### config.mk
export PLATFORM = sky130hd
export DESIGN_NAME = irq_bank_ctrl
export DESIGN_NICKNAME = d
export VERILOG_FILES = /design/src/rtl/irq_bank_pkg.sv /design/src/rtl/irq_edge_detect.sv /design/src/rtl/irq_bank_regs.sv /design/src/rtl/irq_rd_merge.sv /design/src/rtl/irq_bank_ctrl.sv
export SDC_FILE = /design/constraint.sdc
export NUM_CORES = 1
export LEC_CHECK = 0
export ABC_AREA = 0
export BUFFER_PORTS_ARGS = -buffer_cell sky130_fd_sc_hd__buf_2
export CAP_MARGIN = 40
export CORE_ASPECT_RATIO = 1.25
export CORE_MARGIN = 8
export CORE_UTILIZATION = 38
export CTS_CLUSTER_SIZE = 40
export DETAILED_ROUTE_END_ITERATION = 12
export PLACE_DENSITY = 0.53
export SETUP_SLACK_MARGIN = 0.5
export SLEW_MARGIN = 20
export SYNTH_ARGS = -nofsm -noshare
export SYNTH_HDL_FRONTEND = slang
export SYNTH_HIERARCHICAL = 1
export SYNTH_SLANG_ARGS = --single-unit
export TNS_END_PERCENT = 10
### constraint.sdc
create_clock -name clk -period 3.6 [get_ports clk]
set_clock_uncertainty 0.15 [all_clocks]
set_input_delay 0.72 -clock clk [delete_from_list [all_inputs] [get_ports clk]]
set_output_delay 0.72 -clock clk [all_outputs]
set_load 0.005 [all_outputs]
### src/rtl/irq_bank_pkg.sv
package irq_bank_pkg;
    localparam int SRC_W     = 32;
    localparam int DATA_W    = 32;
    localparam int WIN_BYTES = 40;   // 0x28 bytes per bank window
    localparam int OFS_W     = 6;

    localparam logic [OFS_W-1:0] OFS_STAT  = 6'h00;
    localparam logic [OFS_W-1:0] OFS_ENA   = 6'h08;
    localparam logic [OFS_W-1:0] OFS_PEND  = 6'h10;
    localparam logic [OFS_W-1:0] OFS_SWREQ = 6'h18;
    localparam logic [OFS_W-1:0] OFS_STORE = 6'h20;

    typedef struct packed {
        logic [SRC_W-1:0] stat;
        logic [SRC_W-1:0] ena;
        logic [SRC_W-1:0] store;
        logic             irq;
    } bank_regs_t;

    typedef struct packed {
        logic [DATA_W-1:0] rdata;
    } bus_regs_t;
endpackage

### src/rtl/irq_edge_detect.sv
module irq_edge_detect
    import irq_bank_pkg::*;
(
    input  logic             clk,
    input  logic             rst_n,
    input  logic [SRC_W-1:0] src,
    output logic [SRC_W-1:0] rise
);
    logic [SRC_W-1:0] prev_d, prev_q;

    always_comb begin
        prev_d = src;
        rise   = src & ~prev_q;
    end

    always_ff @(posedge clk or negedge rst_n) begin
        if (!rst_n) prev_q <= '0;
        else        prev_q <= prev_d;
    end
endmodule

### src/rtl/irq_bank_regs.sv
module irq_bank_regs
    import irq_bank_pkg::*;
#(
    parameter int ADDR_W = 8,
    parameter int BASE   = 0
) (
    input  logic              clk,
    input  logic              rst_n,
    input  logic [ADDR_W-1:0] addr,
    input  logic [DATA_W-1:0] wdata,
    input  logic              we,
    input  logic [SRC_W-1:0]  src,
    input  logic [SRC_W-1:0]  rise,
    output logic [DATA_W-1:0] rd_val,
    output logic              hit,
    output logic              irq
);
    localparam logic [ADDR_W:0] BASE_V = BASE[ADDR_W:0];
    localparam logic [ADDR_W:0] WIN_V  = WIN_BYTES[ADDR_W:0];

    bank_regs_t       cur_q, nxt_d;
    logic [ADDR_W:0]  rel;
    logic [OFS_W-1:0] ofs;
    logic             in_win;
    logic [SRC_W-1:0] clr_w, set_w;
    logic             wr_stat;

    always_comb begin
        rel    = {1'b0, addr} - BASE_V;
        in_win = ({1'b0, addr} >= BASE_V) && (rel < WIN_V);
        ofs    = rel[OFS_W-1:0];
        hit    = in_win && (ofs == OFS_STAT || ofs == OFS_ENA || ofs == OFS_PEND ||
                            ofs == OFS_SWREQ || ofs == OFS_STORE);
    end

    always_comb begin
        nxt_d   = cur_q;
        clr_w   = '0;
        set_w   = '0;
        wr_stat = 1'b0;
        if (we && hit) begin
            case (ofs)
                OFS_STAT:  begin clr_w = wdata; wr_stat = 1'b1; end
                OFS_ENA:   nxt_d.ena   = wdata;
                OFS_SWREQ: set_w       = wdata;
                OFS_STORE: nxt_d.store = wdata;
                default:   ;
            endcase
        end
        nxt_d.stat = (cur_q.stat & ~clr_w) | rise | set_w;
        nxt_d.irq  = |(cur_q.stat & cur_q.ena);
    end

    always_ff @(posedge clk or negedge rst_n) begin
        if (!rst_n) cur_q <= '0;
        else        cur_q <= nxt_d;
    end

    always_comb begin
        rd_val = '0;
        if (hit) begin
            case (ofs)
                OFS_STAT:  rd_val = cur_q.stat;
                OFS_ENA:   rd_val = cur_q.ena;
                OFS_PEND:  rd_val = cur_q.stat & cur_q.ena;
                OFS_SWREQ: rd_val = src;
                OFS_STORE: rd_val = cur_q.store;
                default:   rd_val = '0;
            endcase
        end
    end

    assign irq = cur_q.irq;

    AST_STAT_STICKY: assert property (@(posedge clk) disable iff (!rst_n)
        !wr_stat |=> ((cur_q.stat & $past(cur_q.stat)) == $past(cur_q.stat)));
    AST_SET_BEATS_CLEAR: assert property (@(posedge clk) disable iff (!rst_n)
        (|rise) |=> ((cur_q.stat & $past(rise)) == $past(rise)));
    AST_IRQ_QUIET: assert property (@(posedge clk) disable iff (!rst_n)
        ($past(cur_q.ena) == '0) |-> !cur_q.irq);
    AST_STORE_HOLD: assert property (@(posedge clk) disable iff (!rst_n)
        !(we && in_win && ofs == OFS_STORE) |=> $stable(cur_q.store));
endmodule

### src/rtl/irq_rd_merge.sv
module irq_rd_merge
    import irq_bank_pkg::*;
#(
    parameter int NUM_BANKS = 4
) (
    input  logic [NUM_BANKS*DATA_W-1:0] vals,
    output logic [DATA_W-1:0]           merged
);
    logic [DATA_W-1:0] acc [NUM_BANKS+1];

    assign acc[0] = '0;
    for (genvar b = 0; b < NUM_BANKS; b++) begin : g_or
        assign acc[b+1] = acc[b] | vals[b*DATA_W +: DATA_W];
    end
    assign merged = acc[NUM_BANKS];
endmodule

### src/rtl/irq_bank_ctrl.sv
module irq_bank_ctrl
    import irq_bank_pkg::*;
#(
    parameter int NUM_BANKS = 4,
    parameter int ADDR_W    = 8
) (
    input  logic                       clk,
    input  logic                       rst_n,
    input  logic [ADDR_W-1:0]          bus_addr,
    input  logic [DATA_W-1:0]          bus_wdata,
    input  logic                       bus_we,
    input  logic                       bus_re,
    output logic [DATA_W-1:0]          bus_rdata,
    input  logic [NUM_BANKS*SRC_W-1:0] irq_src,
    output logic [NUM_BANKS-1:0]       irq_out
);
    localparam int VALS_W = NUM_BANKS * DATA_W;

    logic [VALS_W-1:0]    bank_vals;
    logic [NUM_BANKS-1:0] bank_hit;
    logic [DATA_W-1:0]    merged;
    bus_regs_t            bus_q, bus_d;

    for (genvar b = 0; b < NUM_BANKS; b++) begin : g_bank
        logic [SRC_W-1:0] rise_b;

        irq_edge_detect u_edge (
            .clk   (clk),
            .rst_n (rst_n),
            .src   (irq_src[b*SRC_W +: SRC_W]),
            .rise  (rise_b)
        );

        irq_bank_regs #(
            .ADDR_W (ADDR_W),
            .BASE   (b * WIN_BYTES)
        ) u_regs (
            .clk    (clk),
            .rst_n  (rst_n),
            .addr   (bus_addr),
            .wdata  (bus_wdata),
            .we     (bus_we),
            .src    (irq_src[b*SRC_W +: SRC_W]),
            .rise   (rise_b),
            .rd_val (bank_vals[b*DATA_W +: DATA_W]),
            .hit    (bank_hit[b]),
            .irq    (irq_out[b])
        );
    end

    irq_rd_merge #(.NUM_BANKS(NUM_BANKS)) u_merge (
        .vals   (bank_vals),
        .merged (merged)
    );

    always_comb begin
        bus_d = bus_q;
        if (bus_re) bus_d.rdata = merged;
    end

    always_ff @(posedge clk or negedge rst_n) begin
        if (!rst_n) bus_q <= '0;
        else        bus_q <= bus_d;
    end

    assign bus_rdata = bus_q.rdata;

    AST_ONE_BANK_HIT: assert property (@(posedge clk) disable iff (!rst_n)
        $onehot0(bank_hit));
    AST_UNMAPPED_READ_ZERO: assert property (@(posedge clk) disable iff (!rst_n)
        (bus_re && bank_hit == '0) |=> (bus_rdata == '0));
    AST_RDATA_HOLD: assert property (@(posedge clk) disable iff (!rst_n)
        !bus_re |=> $stable(bus_rdata));
endmodule

Yosys cells after proc, flatten, opt, wreduce, memory -nomap -nowiden
Cells that the tools add are included.

cells by class
  add/subtract/negate cells = 3
  order comparisons = 7
  equality and inequality tests = 16
  multiplexer cells = 24
  bitwise gates (word level) = 31
  reductions and logical operators = 43

operator list
  operator                                                     count
  two-way mux 32 bit                                           20
  one-hot mux 32 bit (5 select lines)                          4
  AND 32 bit                                                   12
  bitwise OR 32 bit                                            11
  NOT 32 bit                                                   8
  OR reduction 32 bit                                          4
  == test 6 x 5 -> 1 bit (second input constant)               8
  less-than comparator 9 x 6 -> 1 bit (second input constant)  3
  == test 6 x 4 -> 1 bit (second input constant)               4
  == test 6 bit (second input constant)                        4
  zero test 6 bit                                              4
  subtractor 8 x 7 -> 9 bit (second input constant)            2
  >= comparator 8 x 7 -> 1 bit (second input constant)         2
  logical OR 1 bit                                             16
  AND reduction 2 bit                                          8
  logical AND 1 bit                                            11
  subtractor 8 x 6 -> 9 bit (second input constant)            1
  >= comparator 8 x 6 -> 1 bit (second input constant)         1
  less-than comparator 8 x 6 -> 1 bit (second input constant)  1

word-level totals
  register bits = 548
  bits of input ports = 172
  output and inout bits = 36
  word-level logic and storage cells = 145

Longest topological paths before layout
  depth in word-level cells = 13
  mapped depth = 11
  mapped depth without buffers = 9

Cells and area by module
Netlist, hierarchy kept.

by module, submodules not included
  module                            instances  cells each  area each (µm²)  seq. area each (µm²)
  irq_bank_regs (g_bank[2].u_regs)  1          557         5,776.8          2,427.3
  irq_bank_regs (g_bank[3].u_regs)  1          527         5,596.6          2,427.3
  irq_bank_regs (g_bank[0].u_regs)  1          448         5,258.8          2,427.3
  irq_bank_regs (g_bank[1].u_regs)  1          445         5,206.2          2,427.3
  irq_edge_detect                   4          64          1,241.2          800.8
  irq_bank_ctrl                     1          68          1,345.0          800.8
  irq_rd_merge                      1          32          240.2            0.0

Worst setup path after synthesis
Ideal clock, no wire load.

  path type = input to register
  start = input bus_addr[3]
  end = register bus_q, in the netlist bus_rdata[22]
  setup time = 0.125 ns
  arrival = 3.272 ns
  required time = 3.325 ns
  path slack = 0.053 ns
  stages = 10
  path buffers = 3
  path through = buf_2 > inv_1 > ha_1 > buf_1 > clkbuf_1 > mux2_2 > a22oi_1 > a21oi_1 > or4_1 > mux2_4

on the way
  longest elaborated chain between the ends = 11
  elaborated cells between the ends (all ways) = 64
  classes of those cells = 3 x add/sub; 7 x order compare; 16 x eq/ne; 8 x mux; 3 x bitwise; 27 x reduce/logical

RTL lines
  item                                                               line                 source
  start, declared                                                    irq_bank_ctrl.sv:9   input logic [ADDR_W-1:0] bus_addr,
  branches (longest 7 deep; another with subtractor 8 x 6 -> 9 bit)  -
  two-way mux 32 bit (*)                                             irq_bank_regs.sv:61  if (hit) begin
  via bank_vals[54]                                                  irq_bank_ctrl.sv:19  logic [VALS_W-1:0] bank_vals;
  bitwise OR 32 bit (*) (3 in series)                                irq_rd_merge.sv:13   assign acc[b+1] = acc[b] | vals[b*DATA_W +: DATA_W];
  via merged[22]                                                     irq_bank_ctrl.sv:21  logic [DATA_W-1:0] merged;
  end signal, assigned                                               irq_bank_ctrl.sv:63  else bus_q <= bus_d;
  end, declared                                                      irq_bank_ctrl.sv:22  bus_regs_t bus_q, bus_d;

Mark *: on every way through the listed nets, which the timed path passes.
A chain may end at the register's enable or synchronous reset.

Worst setup path after layout
  start = input bus_addr[3]
  end = register bus_q, in the netlist bus_rdata[29]

on the way
  elaborated cells between the ends (all ways) = 64
  classes of those cells = 3 x add/sub; 7 x order compare; 16 x eq/ne; 8 x mux; 3 x bitwise; 27 x reduce/logical

RTL lines
  item                                                               line
  branches (longest 7 deep; another with subtractor 8 x 7 -> 9 bit)  -
  two-way mux 32 bit (*)                                             irq_bank_regs.sv:61
  via bank_vals[93]                                                  irq_bank_ctrl.sv:19
  bitwise OR 32 bit (*) (2 in series)                                irq_rd_merge.sv:13
  via merged[29]                                                     irq_bank_ctrl.sv:21

Marks and branches as above.

==> results.json <==
{
  "routed_via_density": 6.01,
  "power_density_nw_per_um2": 436,
  "rows": 112,
  "r2r-end": "bus_rdata[5]$_DFFE_PN0P_",
  "ys_warn_count": 6,
  "grt_use_total": 0.254,
  "min_from": "irq_src[92]",
  "whs_endpoint": "g_bank[2].u_edge/prev_q[28]$_DFF_PN0_",
  "drcViolationCount": 0,
  "start_util": 0.382,
  "crit_arrival_ns": 3.34,
  "setup_ws_ns": 0.624,
  "routedWlPerCell_um": 30.1,
  "holdPathStages": 1,
  "final_cell_mix": "548 x dfrtp_1, 203 x buf_2, 184 x nand2_1",
  "post-route-util": 0.450,
  "grt_start_max_net_pins": 93,
  "layout-drive-gt1-share": 0.334,
  "post-route-period-util": 0.827,
  "portBuffers": 207,
  "stdcell_area_um2": 33400,
  "syn-cell-area_um2": 28400,
  "drt-initial-drc-count": 2145,
  "gp_congestion": 0.922,
  "grt_pass1_wl_um": 159000,
  "hold_viol": 0,
  "reg2regPathDepth": 6,
  "die-area_um2": 83700,
  "cts_sinks": 548,
  "cts_buffer_depth": 3,
  "antenna_found_initial": 7,
  "die_w_um": 260,
  "cpMaxStageDelayCell": "a222oi_1",
  "first_pass_iters": 6,
  "status": "finished, final reports clean",
  "routed_wl_um": 108000,
  "overflow": 0,
  "r2r-start": "g_bank[2].u_regs/cur_q[38]$_DFFE_PN0P_",
  "min_path_type": "in -> reg",
  "cts.repair.resized": 0,
  "required_ns": 3.97,
  "io_pins": 208,
  "die_h_um": 321,
  "fin_nets": 2757,
  "p_leak_nw": 14.9,
  "slew_viol_final": 0,
  "worstMarginPinSlew_ns": 0.807,
  "cap_viol_max_count": 0,
  "max_stage_delay_ns": 0.51,
  "root_buffer": "clkbuf_16",
  "crit_type": "in -> reg",
  "fin_cells": 3600,
  "setup-tns-final_ns": 0,
  "rrSetupSlack_ns": 1.15,
  "crit_path_end_kind": "flop",
  "vias": 21600,
  "fp.coreArea_um2": 74300,
  "grt_pass1_vias": 22000,
  "mostFrequentLayoutCell": "dfrtp_1",
  "cts_tree": "done",
  "area_growth_syn_to_layout_pct": 17.7,
  "path_buf_inv": 3,
  "preCtsSetupSlack_ns": -0.00319,
  "path_clk_slew_ns": 0.06,
  "max_freq_mhz": 336,
  "dp.cells": 3485,
  "syn_area_per_cell_um2": 12.2,
  "max-vdd-ir-drop_uv": 335,
  "crit_family": "buffers and inverters",
  "placed_area_um2": 31400,
  "slew_headroom": 0.457,
  "synth_nets": 2506,
  "syn_inst": 2327,
  "cp-start-kind": "primary input",
  "cts_inserted_buffers": 58,
  "insertion_delay_ns": 0.63,
  "rsz0062_at_grt": "false",
  "crit_chain": "buf_6 > buf_4 > buf_4 > mux2_2 > a222oi_1 > nor2_1 > or4_1 > mux2_2",
  "min_period_ns": 2.98,
  "critPathMaxFanout": 29,
  "place_hpwl_um": 77100,
  "ant_nets": 0,
  "setup_violations": 0,
  "htreeDepth": 2
}
[state kept, by name, summed over array words and instances (netlist names)]
register / cells
g_bank.u_edge/prev_q: 128
g_bank.u_regs/cur_q: 384
g_bank.u_regs/irq: 4
bus_rdata: 32
[report_power, final]
group          internal (mW)  switching, mW  total [mW]  leakage, nW
registers               6.39          0.178        6.57         6.64
clock network           3.64           2.64        6.27         1.01
logic                  0.699           1.00        1.70         7.29
[worst register-to-register path: stages, from the launching register on]
cell and delay [ns]:
dfrtp_1 0.40, mux2_2 0.27, a222oi_1 0.49, buf_4 0.21, nor2_1 0.09, or4_1 0.48
mux2_4 0.27
[metrics by stage]
step | hold slack [ns] | total power, mW
4_1_cts | 0.0369 | 14.7
2_1_floorplan | 0.274 | 7.48
3_5_place_dp | 0.325 | 8.38
6_report | 0.0776 | 14.5
3_3_place_gp | 0.323 | 8.36
5_1_grt | 0.0518 | 15.1
[routing by layer]
layer / vias up / track usage / wire length [um]
met5: - / 0 / 18
met3: 195 / 0.0345 / 6170
met1: 11300 / 0.338 / 45500
met2: 843 / 0.415 / 51400
li1: 9296 / - / -
met4: 2 / 0.107 / 5190
[how the worst max path moves through the flow]
stage | endpoint | slack (ns) | cells past startpoint | startpoint
floorplan | bus_rdata[11]$_DFFE_PN0P_ | 0.40 | 8 | bus_addr[3]
CTS | bus_rdata[21]$_DFFE_PN0P_ | 0.67 | 10 | bus_addr[4]
global placement | bus_rdata[13]$_DFFE_PN0P_ | -0.07 | 8 | bus_addr[1]
global route | bus_rdata[18]$_DFFE_PN0P_ | 0.59 | 10 | bus_addr[4]
detailed placement | bus_rdata[21]$_DFFE_PN0P_ | -0.003 | 10 | bus_addr[4]
finish | bus_rdata[29]$_DFFE_PN0P_ | 0.62 | 8 | bus_addr[3]
[final cells by class]
type | count | area (um^2)
clock buffer | 83 | 1780
timing repair buffer | 362 | 2580
clock inverter | 27 | 216
sequential | 548 | 13700
inverter | 29 | 109
antenna | 3 | 7.51
tap | 969 | 1210
multi-input combinational | 1579 | 13800
fill | 6837 | 40900
[what timing repair did]
action                     4_1_cts  5_1_grt
setup endpoints to repair        0        0
setup buffers                    0        0
hold endpoints to repair        50        0
hold buffers                     1        0
(Power assumes the default switching activity.)
